===== config.mk =====
export PLATFORM = sky130hd
export DESIGN_NAME = mont_mul
export DESIGN_NICKNAME = d
export VERILOG_FILES = /design/src/rtl/mont_pkg.sv /design/src/rtl/mont_ctrl.sv /design/src/rtl/mont_digit_step.sv /design/src/rtl/mont_final_sub.sv /design/src/rtl/mont_mul.sv
export SDC_FILE = /design/constraint.sdc
export NUM_CORES = 2
export LEC_CHECK = 0
export BUFFER_PORTS_ARGS = -buffer_cell sky130_fd_sc_hd__buf_4
export CORE_MARGIN = 2
export CORE_UTILIZATION = 35
export DETAILED_ROUTE_END_ITERATION = 8
export GPL_ROUTABILITY_DRIVEN = 0
export PLACE_DENSITY = 0.53
export SLEW_MARGIN = 30
export SYNTH_ARGS = -nofsm -noshare
export SYNTH_HDL_FRONTEND = slang
export SYNTH_SLANG_ARGS = --single-unit

===== constraint.sdc =====
create_clock -name clk_i -period 10.1 [get_ports clk_i]
set_input_delay 2.02 -clock clk_i [delete_from_list [all_inputs] [get_ports clk_i]]
set_output_delay 2.02 -clock clk_i [all_outputs]
set_load 0.03 [all_outputs]

===== src/rtl/mont_pkg.sv =====
package mont_pkg;
  typedef enum logic [1:0] {
    ST_IDLE = 2'd0,
    ST_RUN  = 2'd1,
    ST_FIN  = 2'd2
  } mont_state_e;
endpackage


===== src/rtl/mont_ctrl.sv =====
module mont_ctrl
  import mont_pkg::*;
#(
  parameter int N = 16
) (
  input  logic clk_i,
  input  logic rst_ni,
  input  logic start_i,
  output logic load_o,
  output logic step_o,
  output logic fin_o,
  output logic busy_o
);
  localparam int CW = (N > 1) ? $clog2(N) : 1;

  mont_state_e state_q, state_d;
  logic [CW-1:0] cnt_q;
  logic last;

  assign last   = (cnt_q == CW'(N - 1));
  assign load_o = (state_q == ST_IDLE) && start_i;
  assign step_o = (state_q == ST_RUN);
  assign fin_o  = (state_q == ST_FIN);
  assign busy_o = (state_q != ST_IDLE);

  always_comb begin
    state_d = state_q;
    unique case (state_q)
      ST_IDLE: if (start_i) state_d = ST_RUN;
      ST_RUN:  if (last)    state_d = ST_FIN;
      ST_FIN:               state_d = ST_IDLE;
      default:              state_d = ST_IDLE;
    endcase
  end

  always_ff @(posedge clk_i or negedge rst_ni) begin
    if (!rst_ni) begin
      state_q <= ST_IDLE;
      cnt_q   <= '0;
    end else begin
      state_q <= state_d;
      if (load_o)      cnt_q <= '0;
      else if (step_o) cnt_q <= cnt_q + 1'b1;
    end
  end


  busy_src_chk: assert property (@(posedge clk_i) disable iff (!rst_ni)
    $rose(busy_o) |-> $past(start_i));


  run_len_chk: assert property (@(posedge clk_i) disable iff (!rst_ni)
    (step_o && last) |=> fin_o);
endmodule


===== src/rtl/mont_digit_step.sv =====
module mont_digit_step #(
  parameter int MW = 64,
  parameter int K  = 4
) (
  input  logic [MW:0]   acc_i,
  input  logic [K-1:0]  digit_i,
  input  logic [MW-1:0] b_i,
  input  logic [MW-1:0] m_i,
  input  logic [K-1:0]  mprime_i,
  output logic [MW:0]   acc_o,
  output logic [K-1:0]  low_o
);
  // acc < 2m, b < m: sum < 2^(K+1)·m, fits MW+K+1 bits
  localparam int SW = MW + K + 1;

  logic [SW-1:0] part, full;
  logic [K-1:0]  q;

  always_comb begin
    part  = SW'(acc_i) + SW'(digit_i) * SW'(b_i);
    q     = part[K-1:0] * mprime_i;
    full  = part + SW'(q) * SW'(m_i);
    acc_o = full[SW-1:K];
    low_o = full[K-1:0];
  end
endmodule


===== src/rtl/mont_final_sub.sv =====
module mont_final_sub #(
  parameter int MW = 64
) (
  input  logic [MW:0]   acc_i,
  input  logic [MW-1:0] m_i,
  output logic [MW-1:0] res_o
);
  logic          ge;
  logic [MW-1:0] diff;

  always_comb begin
    ge    = (acc_i >= {1'b0, m_i});
    diff  = acc_i[MW-1:0] - m_i;
    res_o = ge ? diff : acc_i[MW-1:0];
  end
endmodule


===== src/rtl/mont_mul.sv =====
module mont_mul #(
  parameter int MW = 64,
  parameter int K  = 4,
  parameter int N  = (MW + K - 1) / K,
  localparam int AW = K * N
) (
  input  logic          clk_i,
  input  logic          rst_ni,
  input  logic          start_i,
  input  logic [AW-1:0] a_i,
  input  logic [MW-1:0] b_i,
  input  logic [MW-1:0] m_i,
  input  logic [K-1:0]  mprime_i,
  output logic          busy_o,
  output logic          done_o,
  output logic [MW-1:0] res_o
);
  logic load, step, fin;
  logic [AW-1:0] a_q;
  logic [MW-1:0] b_q, m_q, res_q, res_sub;
  logic [K-1:0]  mp_q, low;
  logic [MW:0]   acc_q, acc_nxt;
  logic          done_q;

  mont_ctrl #(.N(N)) u_ctrl (
    .clk_i  (clk_i),
    .rst_ni (rst_ni),
    .start_i(start_i),
    .load_o (load),
    .step_o (step),
    .fin_o  (fin),
    .busy_o (busy_o)
  );

  mont_digit_step #(.MW(MW), .K(K)) u_step (
    .acc_i   (acc_q),
    .digit_i (a_q[K-1:0]),
    .b_i     (b_q),
    .m_i     (m_q),
    .mprime_i(mp_q),
    .acc_o   (acc_nxt),
    .low_o   (low)
  );

  mont_final_sub #(.MW(MW)) u_sub (
    .acc_i(acc_q),
    .m_i  (m_q),
    .res_o(res_sub)
  );

  always_ff @(posedge clk_i or negedge rst_ni) begin
    if (!rst_ni) begin
      a_q   <= '0;
      b_q   <= '0;
      m_q   <= '0;
      mp_q  <= '0;
      acc_q <= '0;
    end else if (load) begin
      a_q   <= a_i;
      b_q   <= b_i;
      m_q   <= m_i;
      mp_q  <= mprime_i;
      acc_q <= '0;
    end else if (step) begin
      a_q   <= a_q >> K;
      acc_q <= acc_nxt;
    end
  end

  always_ff @(posedge clk_i or negedge rst_ni) begin
    if (!rst_ni) begin
      done_q <= 1'b0;
      res_q  <= '0;
    end else begin
      done_q <= fin;
      if (fin) res_q <= res_sub;
    end
  end

  assign done_o = done_q;
  assign res_o  = res_q;


  low_zero_chk: assert property (@(posedge clk_i) disable iff (!rst_ni)
    step |-> (low == '0));


  acc_range_chk: assert property (@(posedge clk_i) disable iff (!rst_ni)
    step |-> ({1'b0, acc_q} < {m_q, 1'b0}));


  res_range_chk: assert property (@(posedge clk_i) disable iff (!rst_ni)
    done_q |-> (res_q < m_q));


  done_pulse_chk: assert property (@(posedge clk_i) disable iff (!rst_ni)
    done_q |=> !done_q);


  done_idle_chk: assert property (@(posedge clk_i) disable iff (!rst_ni)
    done_q |-> !busy_o);


  hold_opnd_chk: assert property (@(posedge clk_i) disable iff (!rst_ni)
    busy_o |=> ($stable(m_q) && $stable(b_q) && $stable(mp_q)));


  res_hold_chk: assert property (@(posedge clk_i) disable iff (!rst_ni)
    !fin |=> $stable(res_q));
endmodule


Yosys cells after proc, flatten, opt, wreduce, memory -nomap -nowiden:

Cells that the tools add are included.

* $mul: 3
* reduce and logical (&&, ||, !) cells: 5
* $add $sub $neg: 4
* $lt $le $gt $ge: 1
* muxes and demuxes: 10
* eq/ne operators: 5

Operator list (count)
* 2-to-1 mux 64 bit: 3
* multiplier 4 x 64 -> 68 bit: 2
* 2-to-1 mux 65 bit: 2
* adder 65 x 68 -> 69 bit: 1
* adder 69 x 68 -> 69 bit: 1
* >= comparator 65 x 64 -> 1 bit: 1
* subtractor 64 bit: 1
* 2-to-1 mux 4 bit: 2
* adder 4 x 1 -> 4 bit (second input constant): 1
* equality test 4 bit (second input constant): 1
* multiplier 4 x 4 -> 4 bit: 1
* 2-to-1 mux 2 bit: 2
* one-hot mux 2 bit (2 select lines): 1
* nonzero test 2 bit: 2
* equality test 2 x 1 -> 1 bit (second input constant): 1
* equality test 2 bit (second input constant): 1
* logical NOT 2 bit: 1
* inequality test 2 x 1 -> 1 bit (second input constant): 1
* inequality test 2 bit (second input constant): 1
* AND reduction 2 bit: 1
* logical AND 1 bit: 1

* word-level logic and storage cells: 37
* input bits: 199
* output and inout bits: 66
* register bits: 332

Longest topological paths before layout:

* depth after elaboration: 7
* gate-level depth with buffers: 36
* mapped depth without buffers: 33

Hierarchy:

Synthesis repeated with hierarchy kept, for this count alone.

* cells, all modules: 4407
* area total of the unflattened synthesis: 39480.4 µm²

By module, submodules not included
* mont_digit_step: times used 1, cells an instance 2707, area each 21185.3 µm², sequential area each 0.0 µm²
* mont_mul: times used 1, cells an instance 902, area each 13157.6 µm², sequential area each 8157.8 µm²
* mont_final_sub: times used 1, cells an instance 771, area each 4840.9 µm², sequential area each 0.0 µm²
* mont_ctrl: times used 1, cells an instance 27, area each 296.5 µm², sequential area each 150.1 µm²

Least setup slack after synthesis:

Ideal clock, no wire load.

* kind: register -> register
* start: reg a_q[1]
* end: reg acc_q[41]
* setup time: 0.129 ns
* stages on the path, launching flop included: 33
* period minus slack after synthesis: 8.346 ns
* buffers on the path: 4
* required time: 9.971 ns
* slack: 1.754 ns
* arrival: 8.217 ns
* path through: dfrtp_1 clkbuf_1 clkbuf_1 nand2_1 fa_1 fa_1 inv_1 fa_1 ha_1 xnor2_1 nor2b_1 xnor2_1 xnor2_1 clkbuf_1 and2_1 fa_1 fa_1 inv_1 fa_1 inv_1 ha_1 clkbuf_1 a21oi_1 o221ai_1 a221oi_1 nand3_1 a41o_1 a221o_1 a221o_1 a21oi_1 o21ai_1 xnor2_1 o21ai_1

* cells in the longest elaborated chain, start to end: 7

RTL lines
* start, declared: RTL line mont_mul.sv:19 `logic [AW-1:0] a_q;`
* start signal, assigned: RTL line mont_mul.sv:59 `a_q <= a_i;`
* start signal, assigned: RTL line mont_mul.sv:65 `a_q <= a_q >> K;`
* multiplier 4 x 64 -> 68 bit *: RTL line mont_digit_step.sv:20 `part = SW'(acc_i) + SW'(digit_i) * SW'(b_i);`
* adder 65 x 68 -> 69 bit *: RTL line mont_digit_step.sv:20
* multiplier 4 x 4 -> 4 bit: RTL line mont_digit_step.sv:21 `q = part[K-1:0] * mprime_i;`
* multiplier 4 x 64 -> 68 bit: RTL line mont_digit_step.sv:22 `full = part + SW'(q) * SW'(m_i);`
* adder 69 x 68 -> 69 bit *: RTL line mont_digit_step.sv:22
* 2-to-1 mux 65 bit *: RTL line mont_mul.sv:64 `end else if (step) begin`
* 2-to-1 mux 65 bit *: RTL line mont_mul.sv:58 `end else if (load) begin`
* end signal, assigned: RTL line mont_mul.sv:66 `acc_q <= acc_nxt;`
* end, declared: RTL line mont_mul.sv:22 `logic [MW:0] acc_q, acc_nxt;`

Every way passes the cells marked *; elsewhere a longest branch is shown, timed or not. The select of a mux whose other input is x is not followed.
A chain may end at the register's enable or synchronous reset.

Worst setup path after layout:

* start: reg b_q[0]
* end: reg acc_q[62]

* cells in the longest elaborated chain, start to end: 7

RTL lines
* start, declared: RTL line mont_mul.sv:20 `logic [MW-1:0] b_q, m_q, res_q, res_sub;`
* start signal, assigned: RTL line mont_mul.sv:60 `b_q <= b_i;`
* multiplier 4 x 64 -> 68 bit *: RTL line mont_digit_step.sv:20
* adder 65 x 68 -> 69 bit *: RTL line mont_digit_step.sv:20
* multiplier 4 x 4 -> 4 bit: RTL line mont_digit_step.sv:21
* multiplier 4 x 64 -> 68 bit: RTL line mont_digit_step.sv:22
* adder 69 x 68 -> 69 bit *: RTL line mont_digit_step.sv:22
* 2-to-1 mux 65 bit *: RTL line mont_mul.sv:64
* 2-to-1 mux 65 bit *: RTL line mont_mul.sv:58

Marked as above.

==> flow_summary.yaml <==
job:
  drv_cap: 0
routing:
  num_vias: 31880
  firstDrtPassIters: 6
  drc: 0
  drt_iter0_drc: 2314
  wl_per_cell_um: 20.03
  viasPerCell: 5.194
  wirelength_um: 123000
  ant_nets: 0
logic_synthesis:
  synth_cell_types: 79
  syn_area_um2: 37480
  synthArstFlopShare_pct: 100.0
  synthTopCellsByArea: "dfrtp_1 (22%), fa_1 (20%), ha_1 (7.4%)"
  yosys.area.top_type: "dfrtp_1"
  yosysSeqAreaShare_pct: 22.17
  yosysMostFrequentCell: "nand2_1"
  yosys_warnings: 0
  synth_seq_cells: 332
  syn_inst: 4583
  yosysTopAreaCellShare_pct: 22.17
  syn-num-nets: 5381
  synth_ff_type: "dfrtp_1"
  yosys-top-cells-count: "nand2_1 (740), inv_1 (614), and2_1 (405)"
  syn_area_per_cell_um2: 8.178
  synth_enable_flop_cells: 0
die:
  chipHeight_um: 331.2
  io_pins: 265
  dieArea_um2: 109700
  core_area_um2: 106600
  initial_core_util_pct: 35.16
  die_w_um: 331.2
  core.rowCount: 120
sta:
  setup_tns_ps: 0
  finalClockSkew_ps: 49.64
  max_freq_ghz: 0.1054
  setup_violations: 0
  hold-worst-slack_ps: 471.7
  drv_slew: 0
  min_period_over_period_pct: 93.92
  worstMarginPinSlew_ps: 955.2
  slew_headroom_pct: 36.32
  fin_ws_ps: 613.9
  hold_viol: 0
  period_needed_ps: 9486
  rsz0062_at_grt: "false"
grt:
  grt-busiest-layer: "met2"
  met2_usage_pct: 35.06
  grt_max_degree: 120
  met1_usage_pct: 31.16
  grt_overflow: 0
  grt_pass1_wl_um: 190300
  antenna_found_initial: 8
  grt_util_all_layers_pct: 22.10
  grt_util_met3_pct: 4.233
  grt_pass1_vias: 31880
worst_setup_path:
  slowest_stage: "xnor2_2"
  critPathMaxStageDelay_ps: 560
  worst_setup_path_start_kind: "flip-flop"
  criticalPathCategory: "reg2reg"
  cp.required_ps: 10630
  end_kind: "flip-flop"
  cpMostUsedCell: "fa_1"
  cp.arrival_ps: 10010
  worstPathMaxFanout: 40
placed_design:
  dpl.cell_count: 6047
  place_hpwl_um: 96990
  io_buffer_count: 264
  dpl_worst_slack_ps: 593.9
outcome:
  outcome: "complete, no violations"
clocking:
  clk_pin_slew_ps: 60
  clock_latency_ps: 660
  cts.sinks: 332
  cts_root_buf: "clkbuf_16"
  cts_max_level: 2
  clk_path_buf_depth: 3
  cts_inserted_buffers: 47
  cts_tree: "yes"
final_layout:
  area_growth_syn_to_layout_pct: 13.01
  drive_above_1_share_pct: 8.832
  n_fill_cell: 11160
  nets: 5494
  stdcell_count: 6139
min_path:
  min_path_type: "reg2reg"
-- through the flow --
step                      util, %  area (um2)
after floorplan                 -       37480
after global placement      38.11       40620
after detailed placement    38.11       40630
after CTS                   39.68       42300
after global routing        39.73       42350
final                       39.73       42360
-- cells in the final DEF (no fill, tap or decap), types with 8 or more instances in the layout --
cell / instances
a21boi_0: 8
clkbuf_16: 47
and3_1: 27
inv_1: 614
clkbuf_8: 8
clkinv_2: 12
and2_1: 404
o21ai_0: 265
mux2i_1: 14
o21a_1: 8
o21bai_1: 39
a21oi_1: 278
nand4_1: 58
ha_1: 220
fa_1: 377
nor3_1: 33
buf_4: 295
nand3_1: 59
and4_1: 10
o21ai_1: 31
a211oi_1: 18
nand2b_1: 14
nor2b_1: 13
nor2_1: 211
xor2_1: 70
o211ai_1: 10
a22oi_1: 62
a21o_1: 146
nand2_1: 739
a221oi_1: 11
xnor2_1: 112
dfrtp_1: 332
a31oi_1: 28
nor4_1: 10
-- sequential cells by signal (all words and copies together) (netlist names) --
name	count
done_o	1
b_q	64
m_q	64
u_ctrl.state_q	2
u_ctrl.cnt_q	4
acc_q	65
res_o	64
mp_q	4
a_q	64
-- logic make-up (layout without fill, tap and decap cells) --
group | count (synthesis) | after routing | synth area share (%)
compound gates | 991 | 991 | 16.55
buf+inv | 850 | 999 | 8.630
xor+xnor | 185 | 186 | 4.323
flops | 332 | 332 | 22.17
mux | 14 | 14 | 0.3739
simple gates | 1612 | 1612 | 20.41
fa+ha+maj | 599 | 599 | 27.55
other cells | 0 | 3 | 0
-- final timing paths --
kind | start | endpoint | slack, ps | depth (start not counted)
setup reg to reg | b_q[0]$_DFFE_PN0P_ | acc_q[62]$_DFFE_PN0P_ | 610 | 30
min in group asynchronous | rst_ni | res_o[28]$_DFFE_PN0P_ | 1340 | 1
setup / recovery | b_q[0]$_DFFE_PN0P_ | acc_q[62]$_DFFE_PN0P_ | 610 | 30
hold / removal | a_q[29]$_DFFE_PN0P_ | a_q[29]$_DFFE_PN0P_ | 470 | 2
max in group asynchronous | rst_ni | b_q[46]$_DFFE_PN0P_ | 6920 | 3
hold reg to reg | a_q[29]$_DFFE_PN0P_ | a_q[29]$_DFFE_PN0P_ | 470 | 2
-- layout make-up --
cell class	instances	area (um2)	share of cell area (%)
inverters	615	2308	5.450
clock buffers	62	1313	3.099
diodes	3	7.507	0.01772
flip-flops and latches	332	8308	19.61
well taps	1403	1755	4.145
multi-input cells	3402	26040	61.48
clock inverters	24	361.6	0.8537
repair buffers	298	2261	5.338
-- critical path: cells and delay by family (launching register included) --
kind / cells / cell delay, ps
adders and majority gates: 10 / 3980
AOI/OAI and AO/OA: 10 / 2720
xor gates and xnor gates: 3 / 990
and+or+nand+nor: 3 / 580
buffers and inverters: 3 / 530
DFF: 1 / 410
muxes: 1 / 120
-- layer usage --
metal  vias up  part of all wire (%)
met2       893                    45
met4        12                   2.2
li1      15090                     -
met3       152                   6.8
met1     15740                    46
met5         -                 0.068
-- timing repair --
item | CTS | global route
endpoints found under the setup margin | 0 | 3
setup buffers | 0 | 2
hold buffers | 0 | 0
gates resized for setup | 0 | 2
Power is not shown: default switching activity piles up to over one toggle a cycle in this logic, so the estimate is an artifact.
